**config.mk**
```make
export PLATFORM = sky130hd
export DESIGN_NAME = tbase_dual
export DESIGN_NICKNAME = d
export VERILOG_FILES = /design/src/rtl/tbase_pkg.sv /design/src/rtl/tbase_cfg.sv /design/src/rtl/tbase_tickgen.sv /design/src/rtl/tbase_extfilt.sv /design/src/rtl/tbase_prescale.sv /design/src/rtl/tbase_dual.sv
export SDC_FILE = /design/constraint.sdc
export NUM_CORES = 1
export LEC_CHECK = 0
export BUFFER_PORTS_ARGS = -buffer_cell sky130_fd_sc_hd__buf_2
export CAP_MARGIN = 10
export CORE_ASPECT_RATIO = 0.75
export CORE_UTILIZATION = 30
export CTS_BUF_LIST = sky130_fd_sc_hd__clkbuf_4 sky130_fd_sc_hd__clkbuf_8 sky130_fd_sc_hd__clkbuf_16
export CTS_CLUSTER_SIZE = 12
export DETAILED_ROUTE_END_ITERATION = 10
export HOLD_SLACK_MARGIN = 0.02
export PLACE_DENSITY = 0.5
export SYNTH_ARGS = -nofsm -noshare
export SYNTH_HDL_FRONTEND = slang
export SYNTH_SLANG_ARGS = --single-unit
```
**constraint.sdc**
```tcl
create_clock -name clk -period 3.5 [get_ports clk]
set_input_delay 0.7 -clock clk [delete_from_list [all_inputs] [get_ports clk]]
set_output_delay 0.7 -clock clk [all_outputs]
set_load 0.005 [all_outputs]
```
**src/rtl/tbase_pkg.sv**
```systemverilog
package tbase_pkg;

    localparam int CFG_W  = 7;
    localparam int CODE_W = 2;

    // Bit order of this struct is the software-visible layout.
    typedef struct packed {
        logic              emu;
        logic              gate;
        logic [CODE_W-1:0] code_b;
        logic [CODE_W-1:0] code_a;
        logic              coarse;
    } cfg_t;

endpackage

```
**src/rtl/tbase_cfg.sv**
```systemverilog
module tbase_cfg
    import tbase_pkg::*;
(
    input  logic             clk,
    input  logic             rst_n,
    input  logic             wr_en,
    input  logic [CFG_W-1:0] wr_data,
    output cfg_t             cfg
);

    typedef struct packed {
        cfg_t cfg;
        logic locked;
    } st_t;

    st_t  st_d, st_q;
    cfg_t wr_cfg;

    assign wr_cfg = wr_data;

    always_comb begin
        st_d = st_q;
        if (wr_en) begin
            st_d.cfg     = wr_cfg;
            // emulation bit: only the first write after reset lands
            st_d.cfg.emu = st_q.locked ? st_q.cfg.emu : wr_cfg.emu;
            st_d.locked  = 1'b1;
        end
    end

    always_ff @(posedge clk or negedge rst_n) begin
        if (!rst_n) st_q <= '0;
        else        st_q <= st_d;
    end

    assign cfg = st_q.cfg;

endmodule

```
**src/rtl/tbase_tickgen.sv**
```systemverilog
module tbase_tickgen #(
    parameter int FINE_LOG2   = 2,
    parameter int COARSE_LOG2 = 5,
    parameter int GATE_LOG2   = 3
) (
    input  logic clk,
    input  logic rst_n,
    output logic tick_fine,
    output logic tick_coarse,
    output logic tick_gate
);

    localparam int MAX_FG = (FINE_LOG2 > GATE_LOG2) ? FINE_LOG2 : GATE_LOG2;
    localparam int BASE_W = (COARSE_LOG2 > MAX_FG) ? COARSE_LOG2 : MAX_FG;

    typedef struct packed {
        logic [BASE_W-1:0] cnt;
    } st_t;

    st_t st_d, st_q;

    always_comb begin
        st_d     = st_q;
        st_d.cnt = st_q.cnt + 1'b1;
    end

    always_ff @(posedge clk or negedge rst_n) begin
        if (!rst_n) st_q <= '0;
        else        st_q <= st_d;
    end

    // every tap is one clock wide; all taps share one free-running count
    assign tick_fine   = &st_q.cnt[FINE_LOG2-1:0];
    assign tick_coarse = &st_q.cnt[COARSE_LOG2-1:0];
    assign tick_gate   = &st_q.cnt[GATE_LOG2-1:0];

endmodule

```
**src/rtl/tbase_extfilt.sv**
```systemverilog
module tbase_extfilt #(
    parameter int SYNC_STAGES = 2,
    parameter int HOLD        = 3
) (
    input  logic clk,
    input  logic rst_n,
    input  logic pin_in,
    output logic level,
    output logic rise
);

    localparam int HW = $clog2(HOLD + 1);

    typedef struct packed {
        logic [SYNC_STAGES-1:0] sync;
        logic                   lvl;
        logic [HW-1:0]          run;
    } st_t;

    st_t  st_d, st_q;
    logic s_out;
    logic accept;

    assign s_out  = st_q.sync[SYNC_STAGES-1];
    assign accept = (s_out != st_q.lvl) && (st_q.run == HW'(HOLD - 1));

    always_comb begin
        st_d      = st_q;
        st_d.sync = {st_q.sync[SYNC_STAGES-2:0], pin_in};
        if (s_out == st_q.lvl) begin
            st_d.run = '0;
        end else if (accept) begin
            st_d.lvl = s_out;
            st_d.run = '0;
        end else begin
            st_d.run = st_q.run + 1'b1;
        end
    end

    always_ff @(posedge clk or negedge rst_n) begin
        if (!rst_n) st_q <= '0;
        else        st_q <= st_d;
    end

    assign level = st_q.lvl;
    assign rise  = accept && s_out;

endmodule

```
**src/rtl/tbase_prescale.sv**
```systemverilog
module tbase_prescale #(
    parameter int CODE_W = 2
) (
    input  logic              clk,
    input  logic              rst_n,
    input  logic              tick_in,
    input  logic [CODE_W-1:0] code,
    output logic              pulse_out
);

    // the largest divide is 2^(2^CODE_W - 1)
    localparam int CW = (1 << CODE_W) - 1;

    typedef struct packed {
        logic [CW-1:0]     cnt;
        logic [CODE_W-1:0] act;
    } st_t;

    st_t           st_d, st_q;
    logic [CW-1:0] lim;

    assign lim       = ~({CW{1'b1}} << st_q.act);
    assign pulse_out = tick_in && (st_q.cnt == lim);

    always_comb begin
        st_d = st_q;
        if (tick_in) begin
            if (pulse_out) begin
                st_d.cnt = '0;
                st_d.act = code;   // new code applies from the next window
            end else begin
                st_d.cnt = st_q.cnt + 1'b1;
            end
        end
    end

    always_ff @(posedge clk or negedge rst_n) begin
        if (!rst_n) st_q <= '0;
        else        st_q <= st_d;
    end

endmodule

```
**src/rtl/tbase_dual.sv**
```systemverilog
module tbase_dual
    import tbase_pkg::*;
#(
    parameter int CNT_W       = 16,
    parameter int FINE_LOG2   = 2,
    parameter int COARSE_LOG2 = 5,
    parameter int GATE_LOG2   = 3,
    parameter int SYNC_STAGES = 2,
    parameter int FILT_HOLD   = 3
) (
    input  logic             clk,
    input  logic             rst_n,
    input  logic             cfg_we,
    input  logic [CFG_W-1:0] cfg_wdata,
    output logic [CFG_W-1:0] cfg_rdata,
    input  logic             ext_pin,
    output logic [CNT_W-1:0] count_a,
    output logic [CNT_W-1:0] count_b,
    output logic             emu_mode
);

    localparam int N_TB = 2;

    cfg_t              cfg;
    logic              tick_fine, tick_coarse, tick_gate;
    logic              pin_level, pin_rise;
    logic [N_TB-1:0]   ps_tick, ps_pulse;
    logic [CODE_W-1:0] ps_code [N_TB];

    tbase_cfg u_cfg (
        .clk    (clk),
        .rst_n  (rst_n),
        .wr_en  (cfg_we),
        .wr_data(cfg_wdata),
        .cfg    (cfg)
    );

    tbase_tickgen #(
        .FINE_LOG2  (FINE_LOG2),
        .COARSE_LOG2(COARSE_LOG2),
        .GATE_LOG2  (GATE_LOG2)
    ) u_tick (
        .clk        (clk),
        .rst_n      (rst_n),
        .tick_fine  (tick_fine),
        .tick_coarse(tick_coarse),
        .tick_gate  (tick_gate)
    );

    tbase_extfilt #(
        .SYNC_STAGES(SYNC_STAGES),
        .HOLD       (FILT_HOLD)
    ) u_filt (
        .clk   (clk),
        .rst_n (rst_n),
        .pin_in(ext_pin),
        .level (pin_level),
        .rise  (pin_rise)
    );

    // source selection for the two prescalers
    assign ps_tick[0] = cfg.coarse ? tick_coarse : tick_fine;
    assign ps_tick[1] = cfg.gate   ? (tick_gate && pin_level) : pin_rise;
    assign ps_code[0] = cfg.code_a;
    assign ps_code[1] = cfg.code_b;

    for (genvar g = 0; g < N_TB; g++) begin : g_ps
        tbase_prescale #(
            .CODE_W(CODE_W)
        ) u_ps (
            .clk      (clk),
            .rst_n    (rst_n),
            .tick_in  (ps_tick[g]),
            .code     (ps_code[g]),
            .pulse_out(ps_pulse[g])
        );
    end

    typedef struct packed {
        logic [CNT_W-1:0] cnt_a;
        logic [CNT_W-1:0] cnt_b;
    } st_t;

    st_t st_d, st_q;

    always_comb begin
        st_d = st_q;
        if (ps_pulse[0]) st_d.cnt_a = st_q.cnt_a + 1'b1;
        if (ps_pulse[1]) st_d.cnt_b = st_q.cnt_b + 1'b1;
    end

    always_ff @(posedge clk or negedge rst_n) begin
        if (!rst_n) st_q <= '0;
        else        st_q <= st_d;
    end

    assign count_a   = st_q.cnt_a;
    assign count_b   = st_q.cnt_b;
    assign cfg_rdata = cfg;
    assign emu_mode  = cfg.emu;

endmodule

```
==> flow_summary.json <==
{
  "status": "complete, but fails checks",
  "violations": "DRC",
  "overflow": 0,
  "clock-root-buffer": "clkbuf_16",
  "gr-usage-met3_pct": 5.92,
  "max_clock_freq_mhz": 469,
  "drc": 5,
  "cts_tree": "done",
  "utilization_pct": 38.8,
  "final_cells": 385,
  "crit_top_cell": "ha_1",
  "path_buf_inv": 1,
  "vias": 1711,
  "dp_hpwl_mm": 3.58,
  "syn_nets": 238,
  "core_mm2": 0.00864,
  "hold_path.class": "in2async",
  "grt_pass1_wl_mm": 8.89,
  "netlist_instances": 220,
  "crit_path_top_delay_cell": "mux2i_1",
  "p_int_uw": 1560,
  "cp.arrival_ns": 2.34,
  "powerDensity_mw_per_mm2": 646,
  "rr_worst_depth": 7,
  "area_delta_synth_final_pct": 23.1,
  "start_util_pct": 31.5,
  "critPathLaunchType": "register",
  "reg2reg_from": "u_tick.st_q[0]",
  "worstPathCellList": "ha_1 -> and3_1 -> ha_1 -> mux2i_1 -> nor4_4 -> buf_4 -> mux2_2",
  "fill_cells": 851,
  "ys_seq_area_share_pct": 55.1,
  "sequentialPowerShare_pct": 42.7,
  "syn_area_mm2": 0.00272,
  "drt_iter0_drc": 88,
  "fp.dieH_um": 84.5,
  "antenna_found_initial": 0,
  "r2r_end": "g_ps[0].u_ps.st_q[0]",
  "rsz0062_at_grt": "no",
  "hold_viol_final": 0,
  "numCtsBuffers": 9,
  "wl_mm": 5.03,
  "synthesis.area_per_instance_um2": 12.4,
  "grt_pass1_vias": 1750,
  "worst_pin_slew_ns": 0.521,
  "nNetsFinal": 290,
  "antenna_left": 0,
  "grt_max_degree": 26,
  "die_w_um": 112,
  "place_congestion": 0.719,
  "combPwrFrac_pct": 16.2,
  "ys_ff_latch": 60,
  "fp-row-count": 29,
  "grt_usage_pct": 12.6,
  "dieArea_mm2": 0.00947,
  "cts_resized": 0,
  "multi_input_area_mm2": 0.00112,
  "cp_max_fo": 19,
  "power_frac_clock_pct": 41.1,
  "period_minus_slack_ns": 2.13,
  "worstSkewPairLatency_ns": 0.33,
  "cts.clk_slew.worst_paths_ns": 0.05,
  "p_sw_share_pct": 27.7,
  "viasPerCell": 4.44,
  "ff_latch_area_mm2": 0.00150,
  "layout-drive-gt1-share_pct": 33.6,
  "clockBufferDepth": 2,
  "post_cts_buffers": 0,
  "period_share_pct": 60.9,
  "io_buffers": 50,
  "slowest_delay_ns": 0.43,
  "cts_hold_buf": 0,
  "design.portCount": 51,
  "met2_usage_pct": 17.7,
  "cpLargestDelayFamily": "multiplexers",
  "switchingPower_uw": 600,
  "slew_viol_final": 0,
  "ys_types": 36,
  "p_leak_uw": 0.00161,
  "avgRoutedWirePerCell_um": 13.1,
  "htreeDepth": 3,
  "r2r_slack_ns": 1.37,
  "max_slew_margin_pct": 64.3,
  "cts_sinks": 60,
  "yosys_warnings": 0,
  "cp-end-kind": "register",
  "antenna_cells": 0,
  "irDropWorstVdd_uv": 317,
  "max_cap_violations": 0,
  "skew_ns": 0.00667,
  "setup_violations": 0,
  "criticalPathCategory": "reg2reg",
  "grtUsageMet1_pct": 16.6,
  "drt-pass1-iter-count": 7,
  "dp_cells": 369,
  "grt_busiest_layer": "met2",
  "fin_tns_setup_ns": 0,
  "worstPathRequired_ns": 3.71
}
## flip-flops by register name, indices dropped and copies added, names as in the netlist, 2 cells and up
name,count
u_tick.st_q,5
count_b,16
count_a,16
g_ps.u_ps.st_q,10
u_cfg.cfg,7
u_filt.st_q,2
## cell families after synthesis
family,Yosys count,synth area share (%)
flops,60,55.1
simple gates,75,16.0
fa+ha+maj,7,3.22
xor+xnor,36,11.6
compound gates,12,4.32
mux,15,6.16
buf+inv,15,3.58
## through the flow
stage	worst slack (ns)	area (um^2)	hold slack [ns]	total power, uW
6_report	1.37	3350	0.319	2160
5_1_grt	1.25	3350	0.353	2320
4_1_cts	1.36	3350	0.334	2200
3_5_place_dp	1.38	3050	0.348	1290
3_3_place_gp	1.42	3050	0.335	1280
2_1_floorplan	1.58	2720	0.331	1170
## power groups by stage
stage          registers [uW]  logic, uW  clock network (uW)
2_1_floorplan             911        260                   0
3_3_place_gp              934        348                   0
3_5_place_dp              935        357                   0
4_1_cts                   926        359                 918
5_1_grt                   948        408                 958
6_report                  924        351                 890
## cell type report
type	count	area share (%)
Tap cell	108	4.03
Inverter	3	0.336
Multi-Input combinational cell	145	33.5
Sequential cell	60	44.8
Timing Repair Buffer	53	8.13
Clock inverter	4	1.42
Clock buffer	12	7.76
## worst max-delay path by stage
| stage | start | endpoint | slack, ns | cells after the start |
|---|---|---|---|---|
| after CTS | u_tick.st_q[0] | g_ps[0].u_ps.st_q[0] | 1.36 | 7 |
| final | u_tick.st_q[0] | g_ps[0].u_ps.st_q[0] | 1.37 | 7 |
| after global routing | u_tick.st_q[0] | g_ps[0].u_ps.st_q[0] | 1.25 | 7 |
| after global placement | u_tick.st_q[0] | g_ps[0].u_ps.st_q[1] | 1.42 | 7 |
| after floorplan | u_tick.st_q[0] | count_a[1] | 1.58 | 7 |
| after detailed placement | u_tick.st_q[0] | g_ps[0].u_ps.st_q[0] | 1.38 | 7 |
## synth_stat cells
cell type,instances,area (um^2)
mux2_2,14,158
a21oi_1,1,5.00
o21ai_2,1,8.76
o31ai_1,1,7.51
nand2_1,17,63.8
nand3b_1,1,7.51
xor2_1,5,43.8
o31a_4,1,17.5
a211oi_4,2,40.0
xnor2_1,31,272
and2_1,2,12.5
buf_6,2,22.5
nor2b_1,3,18.8
or2_2,1,6.26
nand4_2,2,25.0
a21bo_2,1,10.0
ha_1,7,87.6
and3_1,7,43.8
a22o_1,1,8.76
or3_1,1,6.26
dfrtp_1,60,1500
nand2b_1,1,6.26
buf_4,7,52.6
nand3_1,14,70.1
inv_1,3,11.3
o21ai_0,4,20.0
nor4_4,1,21.3
and2_2,1,7.51
mux2i_1,1,10.0
nand4_1,9,56.3
clkbuf_1,3,11.3
nor2_1,4,15.0
and2_0,1,6.26
nor3_1,4,20.0
nor3b_1,2,15.0
and4_1,4,35.0
## layout by cell type, fill, tap and decap left out, types with 2 or more instances in the layout
| cell | instances |
|---|---|
| dfrtp_1 | 60 |
| buf_2 | 50 |
| xnor2_1 | 31 |
| nand2_1 | 17 |
| nand3_1 | 14 |
| mux2_2 | 14 |
| nand4_1 | 9 |
| clkbuf_16 | 9 |
| and3_1 | 7 |
| ha_1 | 7 |
| xor2_1 | 5 |
| nor3_1 | 4 |
| nor2_1 | 4 |
| and4_1 | 4 |
| o21ai_0 | 4 |
| inv_1 | 3 |
| nor2b_1 | 3 |
| buf_4 | 3 |
| nor3b_1 | 2 |
| nand4_2 | 2 |
| a211oi_4 | 2 |
| and2_1 | 2 |
| clkbuf_8 | 2 |
| clkinv_2 | 2 |
## metal layers
layer	vias to the layer above	share of wire [%]
met1	797	51
met3	6	6.7
met4	0	1.3
met5	-	0
met2	41	41
li1	867	-
(Power assumes the default switching activity.)
